[src/rtl/mbx_reasm_pkg.sv]
package mbx_reasm_pkg;
  localparam int SEQ_W  = 6;
  localparam int LEN_W  = 6;
  localparam int MID_W  = 4;
  localparam int MOD_W  = 8;
  localparam int CMD_W  = 16;
  localparam int FUNC_W = 13;
  localparam int MLEN_W = 12;
  localparam int STAT_W = 8;
  localparam int NDESC  = 4;
  localparam int SEL_W  = $clog2(NDESC);

  typedef struct packed {
    logic [SEQ_W-1:0] seq;
    logic [MID_W-1:0] mid;
    logic [MOD_W-1:0] modl;
    logic [CMD_W-1:0] cmd;
  } desc_t;
endpackage

[src/rtl/mbx_seg_rules.sv]
module mbx_seg_rules
  import mbx_reasm_pkg::*;
#(
  parameter int MAX_SEQ   = 42,
  parameter int SEG_BYTES = 48,
  parameter int LAST_MAX  = 32
) (
  input  desc_t            cur_i,
  input  logic [SEQ_W-1:0] seq_i,
  input  logic [LEN_W-1:0] len_i,
  input  logic [MID_W-1:0] mid_i,
  input  logic [MOD_W-1:0] mod_i,
  input  logic [CMD_W-1:0] cmd_i,
  output logic             ok_o,
  output logic             first_o
);
  logic             range_bad;
  logic             cont_ok;
  logic [SEQ_W:0]   want_seq;

  always_comb begin
    range_bad = (seq_i > SEQ_W'(MAX_SEQ)) || (len_i > LEN_W'(SEG_BYTES)) ||
                ((seq_i == SEQ_W'(MAX_SEQ)) && (len_i > LEN_W'(LAST_MAX)));
    want_seq  = {1'b0, cur_i.seq} + 1'b1;
    cont_ok   = ({1'b0, seq_i} == want_seq) && (mid_i == cur_i.mid) &&
                (mod_i == cur_i.modl) && (cmd_i == cur_i.cmd);
    first_o   = (seq_i == '0);
    ok_o      = !range_bad && (first_o || cont_ok);
  end
endmodule

[src/rtl/mbx_desc_store.sv]
module mbx_desc_store
  import mbx_reasm_pkg::*;
#(
  parameter int MAX_SEQ = 42
) (
  input  logic             clk,
  input  logic             rst,
  input  logic             upd_i,
  input  logic [SEL_W-1:0] sel_i,
  input  logic             ok_i,
  input  logic             first_i,
  input  logic [SEQ_W-1:0] seq_i,
  input  logic [MID_W-1:0] mid_i,
  input  logic [MOD_W-1:0] mod_i,
  input  logic [CMD_W-1:0] cmd_i,
  output desc_t            cur_o
);
  desc_t bank [NDESC];

  always_ff @(posedge clk) begin
    if (rst) begin
      for (int d = 0; d < NDESC; d++) begin
        bank[d].seq  <= SEQ_W'(MAX_SEQ);
        bank[d].mid  <= '0;
        bank[d].modl <= '0;
        bank[d].cmd  <= '0;
      end
    end else if (upd_i) begin
      if (!ok_i) begin
        bank[sel_i].seq <= SEQ_W'(MAX_SEQ);
      end else if (first_i) begin
        bank[sel_i].seq  <= seq_i;
        bank[sel_i].mid  <= mid_i;
        bank[sel_i].modl <= mod_i;
        bank[sel_i].cmd  <= cmd_i;
      end else begin
        bank[sel_i].seq <= seq_i;
      end
    end
  end

  assign cur_o = bank[sel_i];


  poison_seq_chk: assert property (@(posedge clk) disable iff (rst)
    (upd_i && !ok_i) |=> (bank[$past(sel_i)].seq == SEQ_W'(MAX_SEQ)));
endmodule

[src/rtl/mbx_resp_waiter.sv]
module mbx_resp_waiter
  import mbx_reasm_pkg::*;
(
  input  logic             clk,
  input  logic             rst,
  input  logic             req_start_i,
  input  logic [MID_W-1:0] req_id_i,
  input  logic             hit_i,
  input  logic [MID_W-1:0] hit_id_i,
  output logic             match_o
);
  logic             armed;
  logic [MID_W-1:0] pend_id;

  always_ff @(posedge clk) begin
    if (rst) begin
      armed   <= 1'b0;
      pend_id <= '0;
      match_o <= 1'b0;
    end else begin
      match_o <= 1'b0;
      if (req_start_i) begin
        armed   <= 1'b1;
        pend_id <= req_id_i;
      end else if (hit_i && armed && (hit_id_i == pend_id)) begin
        match_o <= 1'b1;
        armed   <= 1'b0;
      end
    end
  end


  disarm_chk: assert property (@(posedge clk) disable iff (rst)
    match_o |-> !armed || $past(req_start_i));
endmodule

[src/rtl/mbx_seg_reasm.sv]
module mbx_seg_reasm
  import mbx_reasm_pkg::*;
#(
  parameter int               SEG_BYTES = 48,
  parameter int               BUF_BYTES = 2048,
  parameter logic [FUNC_W-1:0] MGMT_FUNC = 13'h1FFF
) (
  input  logic                   clk,
  input  logic                   rst,
  input  logic                   seg_valid_i,
  input  logic                   seg_dir_i,
  input  logic [FUNC_W-1:0]      seg_src_i,
  input  logic [SEQ_W-1:0]       seg_seq_i,
  input  logic [LEN_W-1:0]       seg_len_i,
  input  logic                   seg_last_i,
  input  logic [MID_W-1:0]       seg_mid_i,
  input  logic [MOD_W-1:0]       seg_mod_i,
  input  logic [CMD_W-1:0]       seg_cmd_i,
  input  logic [MLEN_W-1:0]      seg_mlen_i,
  input  logic [STAT_W-1:0]      seg_stat_i,
  input  logic [SEG_BYTES*8-1:0] seg_data_i,
  input  logic                   req_start_i,
  input  logic [MID_W-1:0]       req_id_i,
  output logic                   wr_en_o,
  output logic [SEL_W-1:0]       wr_sel_o,
  output logic [SEQ_W-1:0]       wr_line_o,
  output logic [SEG_BYTES-1:0]   wr_be_o,
  output logic [SEG_BYTES*8-1:0] wr_data_o,
  output logic                   seg_err_o,
  output logic                   msg_done_o,
  output logic [SEL_W-1:0]       done_sel_o,
  output logic [MLEN_W-1:0]      done_len_o,
  output logic [STAT_W-1:0]      done_stat_o,
  output logic                   rsp_match_o
);
  localparam int MAX_SEQ  = BUF_BYTES / SEG_BYTES;
  localparam int LAST_MAX = BUF_BYTES - MAX_SEQ * SEG_BYTES;

  logic [SEL_W-1:0]     sel;
  desc_t                cur;
  logic                 ok;
  logic                 first;
  logic                 take;
  logic [SEG_BYTES-1:0] be_next;

  assign sel  = {seg_dir_i, (seg_src_i == MGMT_FUNC)};
  assign take = seg_valid_i && ok;

  for (genvar b = 0; b < SEG_BYTES; b++) begin : g_be
    assign be_next[b] = (32'(seg_len_i) > b);
  end

  mbx_desc_store #(.MAX_SEQ(MAX_SEQ)) u_store (
    .clk(clk), .rst(rst), .upd_i(seg_valid_i), .sel_i(sel), .ok_i(ok),
    .first_i(first), .seq_i(seg_seq_i), .mid_i(seg_mid_i), .mod_i(seg_mod_i),
    .cmd_i(seg_cmd_i), .cur_o(cur)
  );

  mbx_seg_rules #(.MAX_SEQ(MAX_SEQ), .SEG_BYTES(SEG_BYTES), .LAST_MAX(LAST_MAX)) u_rules (
    .cur_i(cur), .seq_i(seg_seq_i), .len_i(seg_len_i), .mid_i(seg_mid_i),
    .mod_i(seg_mod_i), .cmd_i(seg_cmd_i), .ok_o(ok), .first_o(first)
  );

  mbx_resp_waiter u_wait (
    .clk(clk), .rst(rst), .req_start_i(req_start_i), .req_id_i(req_id_i),
    .hit_i(take && seg_last_i && seg_dir_i), .hit_id_i(seg_mid_i),
    .match_o(rsp_match_o)
  );

  always_ff @(posedge clk) begin
    if (rst) begin
      wr_en_o     <= 1'b0;
      seg_err_o   <= 1'b0;
      msg_done_o  <= 1'b0;
      wr_sel_o    <= '0;
      wr_line_o   <= '0;
      wr_be_o     <= '0;
      wr_data_o   <= '0;
      done_sel_o  <= '0;
      done_len_o  <= '0;
      done_stat_o <= '0;
    end else begin
      wr_en_o    <= take;
      seg_err_o  <= seg_valid_i && !ok;
      msg_done_o <= take && seg_last_i;
      if (take) begin
        wr_sel_o  <= sel;
        wr_line_o <= seg_seq_i;
        wr_be_o   <= be_next;
        wr_data_o <= seg_data_i;
      end
      if (take && seg_last_i) begin
        done_sel_o  <= sel;
        done_len_o  <= seg_mlen_i;
        done_stat_o <= seg_stat_i;
      end
    end
  end


  err_wr_excl_chk: assert property (@(posedge clk) disable iff (rst)
    !(wr_en_o && seg_err_o));


  quiet_chk: assert property (@(posedge clk) disable iff (rst)
    !$past(seg_valid_i) |-> !(wr_en_o || seg_err_o || msg_done_o));


  range_chk: assert property (@(posedge clk) disable iff (rst)
    (seg_valid_i && ((seg_seq_i > SEQ_W'(MAX_SEQ)) || (seg_len_i > LEN_W'(SEG_BYTES))))
    |=> seg_err_o);


  done_wr_chk: assert property (@(posedge clk) disable iff (rst)
    msg_done_o |-> wr_en_o && (done_sel_o == wr_sel_o));


  match_done_chk: assert property (@(posedge clk) disable iff (rst)
    rsp_match_o |-> msg_done_o && done_sel_o[1]);


  line_chk: assert property (@(posedge clk) disable iff (rst)
    wr_en_o |-> wr_line_o <= SEQ_W'(MAX_SEQ));
endmodule

[config.mk]
export PLATFORM = sky130hd
export DESIGN_NAME = mbx_seg_reasm
export DESIGN_NICKNAME = d
export VERILOG_FILES = /design/src/rtl/mbx_reasm_pkg.sv /design/src/rtl/mbx_seg_rules.sv /design/src/rtl/mbx_desc_store.sv /design/src/rtl/mbx_resp_waiter.sv /design/src/rtl/mbx_seg_reasm.sv
export SDC_FILE = /design/constraint.sdc
export NUM_CORES = 1
export LEC_CHECK = 0
export ABC_CLOCK_PERIOD_IN_PS = 13100
export BUFFER_PORTS_ARGS = -buffer_cell sky130_fd_sc_hd__buf_2
export CAP_MARGIN = 0
export CELL_PAD_IN_SITES_DETAIL_PLACEMENT = 1
export CELL_PAD_IN_SITES_GLOBAL_PLACEMENT = 1
export CORE_AREA = 2 2 359 361
export CTS_CLUSTER_DIAMETER = 120
export DETAILED_ROUTE_END_ITERATION = 10
export DIE_AREA = 0 0 361 363
export PLACE_DENSITY = 0.55
export SKIP_CTS_REPAIR_TIMING = 1
export SYNTH_ARGS = -nofsm -noshare
export SYNTH_HDL_FRONTEND = slang
export SYNTH_SLANG_ARGS = --single-unit
[constraint.sdc]
create_clock -name clk -period 13.1 [get_ports clk]
set_input_delay 1.31 -clock clk [delete_from_list [all_inputs] [get_ports clk]]
set_output_delay 1.31 -clock clk [all_outputs]
set_load 0.02 [all_outputs]
### Yosys cells after proc, flatten, opt, wreduce, memory -nomap -nowiden

Memory sizes are Yosys's and may differ from the RTL's.
Index checks and enable logic that the tools add are counted.

* equal/unequal tests: 7
* reductions and logical operators: 20
* magnitude comparators: 51
* muxes and demuxes: 24
* add/sub/neg operators: 1
* bitwise logic cells: 2

Operators with widths (number)
* 6-bit greater-than comparator (second input constant): 19
* 6-bit by 5-bit greater-than comparator with 1-bit output (second input constant): 16
* 6-bit by 4-bit greater-than comparator with 1-bit output (second input constant): 8
* 34-bit 2-to-1 mux: 1
* 34-bit OR reduction: 1
* 6-bit by 3-bit greater-than comparator with 1-bit output (second input constant): 4
* 1-bit 2-to-1 mux: 19
* 16-bit == test: 1
* 13-bit == test (second input constant): 1
* 6-bit by 1-bit greater-than comparator with 1-bit output (second input constant): 2
* 6-bit by 2-bit greater-than comparator with 1-bit output (second input constant): 2
* 6-bit 2-to-1 mux: 2
* 1-bit logical AND: 11
* 4-bit == test: 2
* 8-bit == test: 1
* 6-bit by 1-bit adder with 7-bit output (second input constant): 1
* 6-bit by 7-bit == test with 1-bit output: 1
* 6-bit == test (second input constant): 1
* 6-bit logical NOT: 1
* 2-bit 2-to-1 mux: 2
* 1-bit logical OR: 3
* 1-bit logical NOT: 2
* 1-bit OR: 2
* 2-bit nonzero test: 1
* 2-bit OR reduction: 1

* memories kept: 1
* input port bits: 467
* logic and storage cells: 119
* RAM bits: 136
* register bits after elaboration: 471

Memory list
* u_store.bank: words 4, bits a word 34, rd ports 1, clocked after Yosys merged registers in 0, wr ports 4, RTL line mbx_desc_store.sv:18 `desc_t bank [NDESC];`

### Logic depth before layout (Yosys ltp)

An unclocked memory read counts as a cell.

* word-level depth: 17
* depth in mapped cells: 18

### By module

From an unflattened synthesis, not the netlist that was laid out.

* cell total of the unflattened synthesis: 2531
* area, all modules: 23278.6 um2

Modules (own cells, without submodules)
* mbx_seg_reasm: times used 1, sequential area each 9308.9 um2, area an instance 16443.3 um2, cells each 2044
* mbx_desc_store: times used 1, sequential area each 4083.9 um2, area an instance 6023.3 um2, cells each 390
* mbx_seg_rules: times used 1, sequential area each 0.0 um2, area an instance 548.0 um2, cells each 72
* mbx_resp_waiter: times used 1, sequential area each 120.1 um2, area an instance 264.0 um2, cells each 25

### Least setup slack after synthesis

OpenSTA, ideal clock, no wires.

* kind: input -> register
* from: input seg_len_i[4]
* to: memory u_store.bank[3][0] (netlist name) (enable)
* setup slack: 7403 ps
* stages on the path: 10
* data required time: 12648 ps
* setup time: 452 ps
* data arrival time: 5245 ps
* buffers on the path: 3
* path through: clkbuf_1 -> or2_2 -> o31a_1 -> o21a_1 -> nor2_1 -> a41oi_1 -> or3_1 -> clkbuf_1 -> clkbuf_1 -> o21ai_0

RTL lines
* start: declaration: RTL line mbx_seg_reasm.sv:14 `input logic [LEN_W-1:0] seg_len_i,`
* end: declaration: RTL line mbx_desc_store.sv:18

==> flow_summary.yaml <==
status:
  status: "completed"
global_route:
  grt_use_total_pct: 15.2
  grt_max_degree: 222
  gr-total-overflow: 0
  first_global_vias: 20500
  grt_antenna_before_repair: 30
  grt_pass1_wl_mm: 146
worst_setup_path:
  r2r-start: "u_store.bank[3][29]"
  cpPeakStageDelay_ns: 0.60
  required_ns: 13.48
  crit_top_cell: "buf_4"
  crit_path_max_fanout: 186
  worstPathCellList: "buf_2, nand4_1, or4_1, buf_4, mux4_2, ha_1, xor2_1, xnor2_1, nand4_1, nor4_1, and4_4, buf_4, o21ai_2, buf_4, inv_8, buf_12, nand3_1"
  cp.arrival_ns: 7.07
  critical_path_class: "in2reg"
  crit_slowest_cell: "buf_12"
  r2r_cells: 13
  worstPathBufferInverterCount: 6
  worst_r2r_endpoint: "u_store.bank[1][33]"
  end_kind: "register"
  critPathLaunchType: "input pin"
  critPathTopFamily: "buffers and inverters"
  reg2reg_slack_ns: 7.76
clock_tree:
  cts_buffers: 78
  cts_tree: "yes"
  clk_pin_slew_worst_paths_ns: 0.06
  htree_levels: 3
  cts_max_path_buffers: 3
  clk_latency_ns: 0.66
  cts-root-buf: "clkbuf_16"
  clkSinkCount: 607
sta:
  layout_min_cycle_time_ns: 6.69
  fin_worst_skew_ns: 0.0291
  fin_crit_sh_pct: 51.1
  slew_viol_final: 0
  worstMarginPinSlew_ns: 1.16
  max_freq_mhz: 149
  grt_setup_unrepaired: "no"
  holdWs_ns: 0.454
  setup_violations: 0
  hold_violations: 0
  relSlewSlack_pct: 22.9
  timing.setup.tns_ns: 0
cells_and_area:
  final_util_pct: 24.7
  multi_input_area_um2: 8460
  seq_area_um2: 13500
  final_layout_size_suffix_gt1_share_pct: 37.1
  nNetsFinal: 3370
  final_cells: 4634
  nFillCells: 14800
  area_growth_pct: 37.4
placed_design:
  gp_congestion: 0.816
  dp_cells: 4484
  hpwl_mm: 74.4
  io_buffers: 932
power_and_ir_drop:
  ir_drop_uv: 85.7
  p_leak_nw: 13.6
  pwr-share-clk_pct: 48.3
  powerDensity_nw_per_um2: 134
  p_comb_share_pct: 5.4
  p_int_mw: 3.21
  p_sw_share_pct: 24.0
  power.net_switching_mw: 1.01
  total_power_mw: 4.22
  p_seq_share_pct: 46.2
logic_synthesis:
  synth_ff_type: "dfxtp_1"
  avgSynthCellArea_um2: 11.1
  syn-cell-area_um2: 22900
  synthArstFlopShare_pct: 0
  syn-num-nets: 2530
  ys_seq_elements: 607
  synth_seq_area_share_pct: 59.1
  synth_area_leader_cell: "dfxtp_1"
  ys_top_cells_by_area: "dfxtp_1 (41%), edfxtp_1 (18%), a22o_1 (11%)"
  yosys.cell_types.count: 59
  ys_warn_count: 0
  synth-edff-count: 136
  synth_top_area_share_pct: 41.3
  postSynthCellCount: 2062
detailed_routing:
  vias: 20000
  drtPass1Iterations: 5
  ant_nets: 0
  vias_per_cell: 4.32
  drt_iter0_markers: 1054
  route.detailed.drc: 0
  drt-wirelength-per-cell_um: 22.3
  routed_wl_mm: 104
min_path:
  holdCritStartpoint: "done_stat_o[5]"
  hold_depth: 2
  holdPathEnd: "done_stat_o[5]"
  worstHoldPathType: "reg2reg"
floorplanning:
  rows: 131
  core_area_um2: 127000
  die-area_um2: 131000
  fp.dieH_um: 363
  ioPinCount: 933
  start_util_pct: 18.0
  die_x_um: 361
flow_run:
  timing.max_cap.violations: 0
per-layer routing:
layer | wire [um] | GRT usage (%)
met4 | 2640 | 5.45
met1 | 44200 | 18.7
met5 | 115 | 0
met2 | 47400 | 24.0
met3 | 9250 | 5.99
flip-flops by register name, indices dropped and copies added, names as in the netlist:
name            count
done_sel_o          2
u_wait.armed        1
wr_en_o             1
u_wait.match_o      1
seg_err_o           1
wr_data_o         384
done_len_o         12
wr_be_o            48
wr_sel_o            2
u_wait.pend_id      4
u_store.bank      136
wr_line_o           6
msg_done_o          1
done_stat_o         8
tightest hold or removal path, cell delays in order (launching register included):
cell     delay, ns
dfxtp_1       0.31
nand2_1       0.05
mux2i_1       0.05
cell usage in the layout, fill, tap and decap left out, types with 10 or more instances in the layout:
master and n:
buf_2 930, dfxtp_1 471, a22o_1 279, a21oi_1 147, nand3_1 139, edfxtp_1 136, o21ai_0 134, mux2i_1 115
and2_1 106, clkbuf_16 79, nand2_1 74, xnor2_1 38, nor2_1 34, nor3_1 27, buf_4 22, nand4_1 21
clkbuf_1 16, diode_2 15, clkinv_2 13, inv_1 12, a211oi_1 10
cell type report:
type,instances,share of cell area [%]
Sequential cell,607,43.0
Multi-Input combinational cell,1245,26.9
Timing Repair Buffer,956,15.6
Clock buffer,103,6.83
Tap cell,1662,6.62
Clock inverter,32,0.741
Inverter,14,0.191
Antenna cell,15,0.119
metrics by stage:
step / setup slack (ns) / instance area, um^2
CTS: 6.58 / 31400
finish: 6.41 / 31400
detailed placement: 5.81 / 29000
global placement: 5.83 / 29000
floorplan: 7.40 / 22900
global route: 6.13 / 31400
synth_stat cells, types with 7 or more instances:
cell       count
a211oi_1      10
and2_1       106
nor3_1        29
clkbuf_1     105
dfxtp_1      471
edfxtp_1     136
a311oi_1       7
nor2_1        35
buf_4         19
nand2_1       74
o2bb2ai_1      7
or3_1          8
a22o_1       279
o21ai_0      136
xnor2_1       38
inv_1         12
and3_1         8
nand3_1      139
buf_1         15
buf_2         56
nand4_1       21
mux2i_1      115
a21oi_1      147
nor4_1         7
logic make-up after synthesis:
| family | count (synthesis) | share of synthesized area [%] |
|---|---|---|
| compound gates | 631 | 19.4 |
| mux | 120 | 5.38 |
| flops | 607 | 59.1 |
| xor+xnor | 42 | 1.61 |
| buf+inv | 210 | 4.10 |
| fa+ha+maj | 1 | 0.0547 |
| simple gates | 451 | 10.4 |
power groups by stage:
stage | clock network, mW | logic, mW | registers [mW]
final | 2.04 | 0.230 | 1.95
after global routing | 2.19 | 0.252 | 1.95
after CTS | 2.12 | 0.235 | 1.95
after detailed placement | 0 | 0.234 | 1.99
after global placement | 0 | 0.233 | 1.99
after floorplan | 0 | 0.101 | 1.99
worst max-delay path by stage:
| stage | startpoint | end | slack [ns] | cells past startpoint |
|---|---|---|---|---|
| after global routing | seg_src_i[0] | u_store.bank[3][33] | 6.13 | 17 |
| after CTS | seg_src_i[0] | u_store.bank[0][33] | 6.58 | 17 |
| after detailed placement | seg_src_i[0] | u_store.bank[1][33] | 5.81 | 17 |
| after floorplan | seg_len_i[4] | u_store.bank[3][0] | 7.40 | 10 |
| after global placement | seg_src_i[0] | u_store.bank[1][33] | 5.83 | 17 |
| final | seg_src_i[0] | u_store.bank[1][33] | 6.41 | 17 |
(Power assumes the default switching activity.)
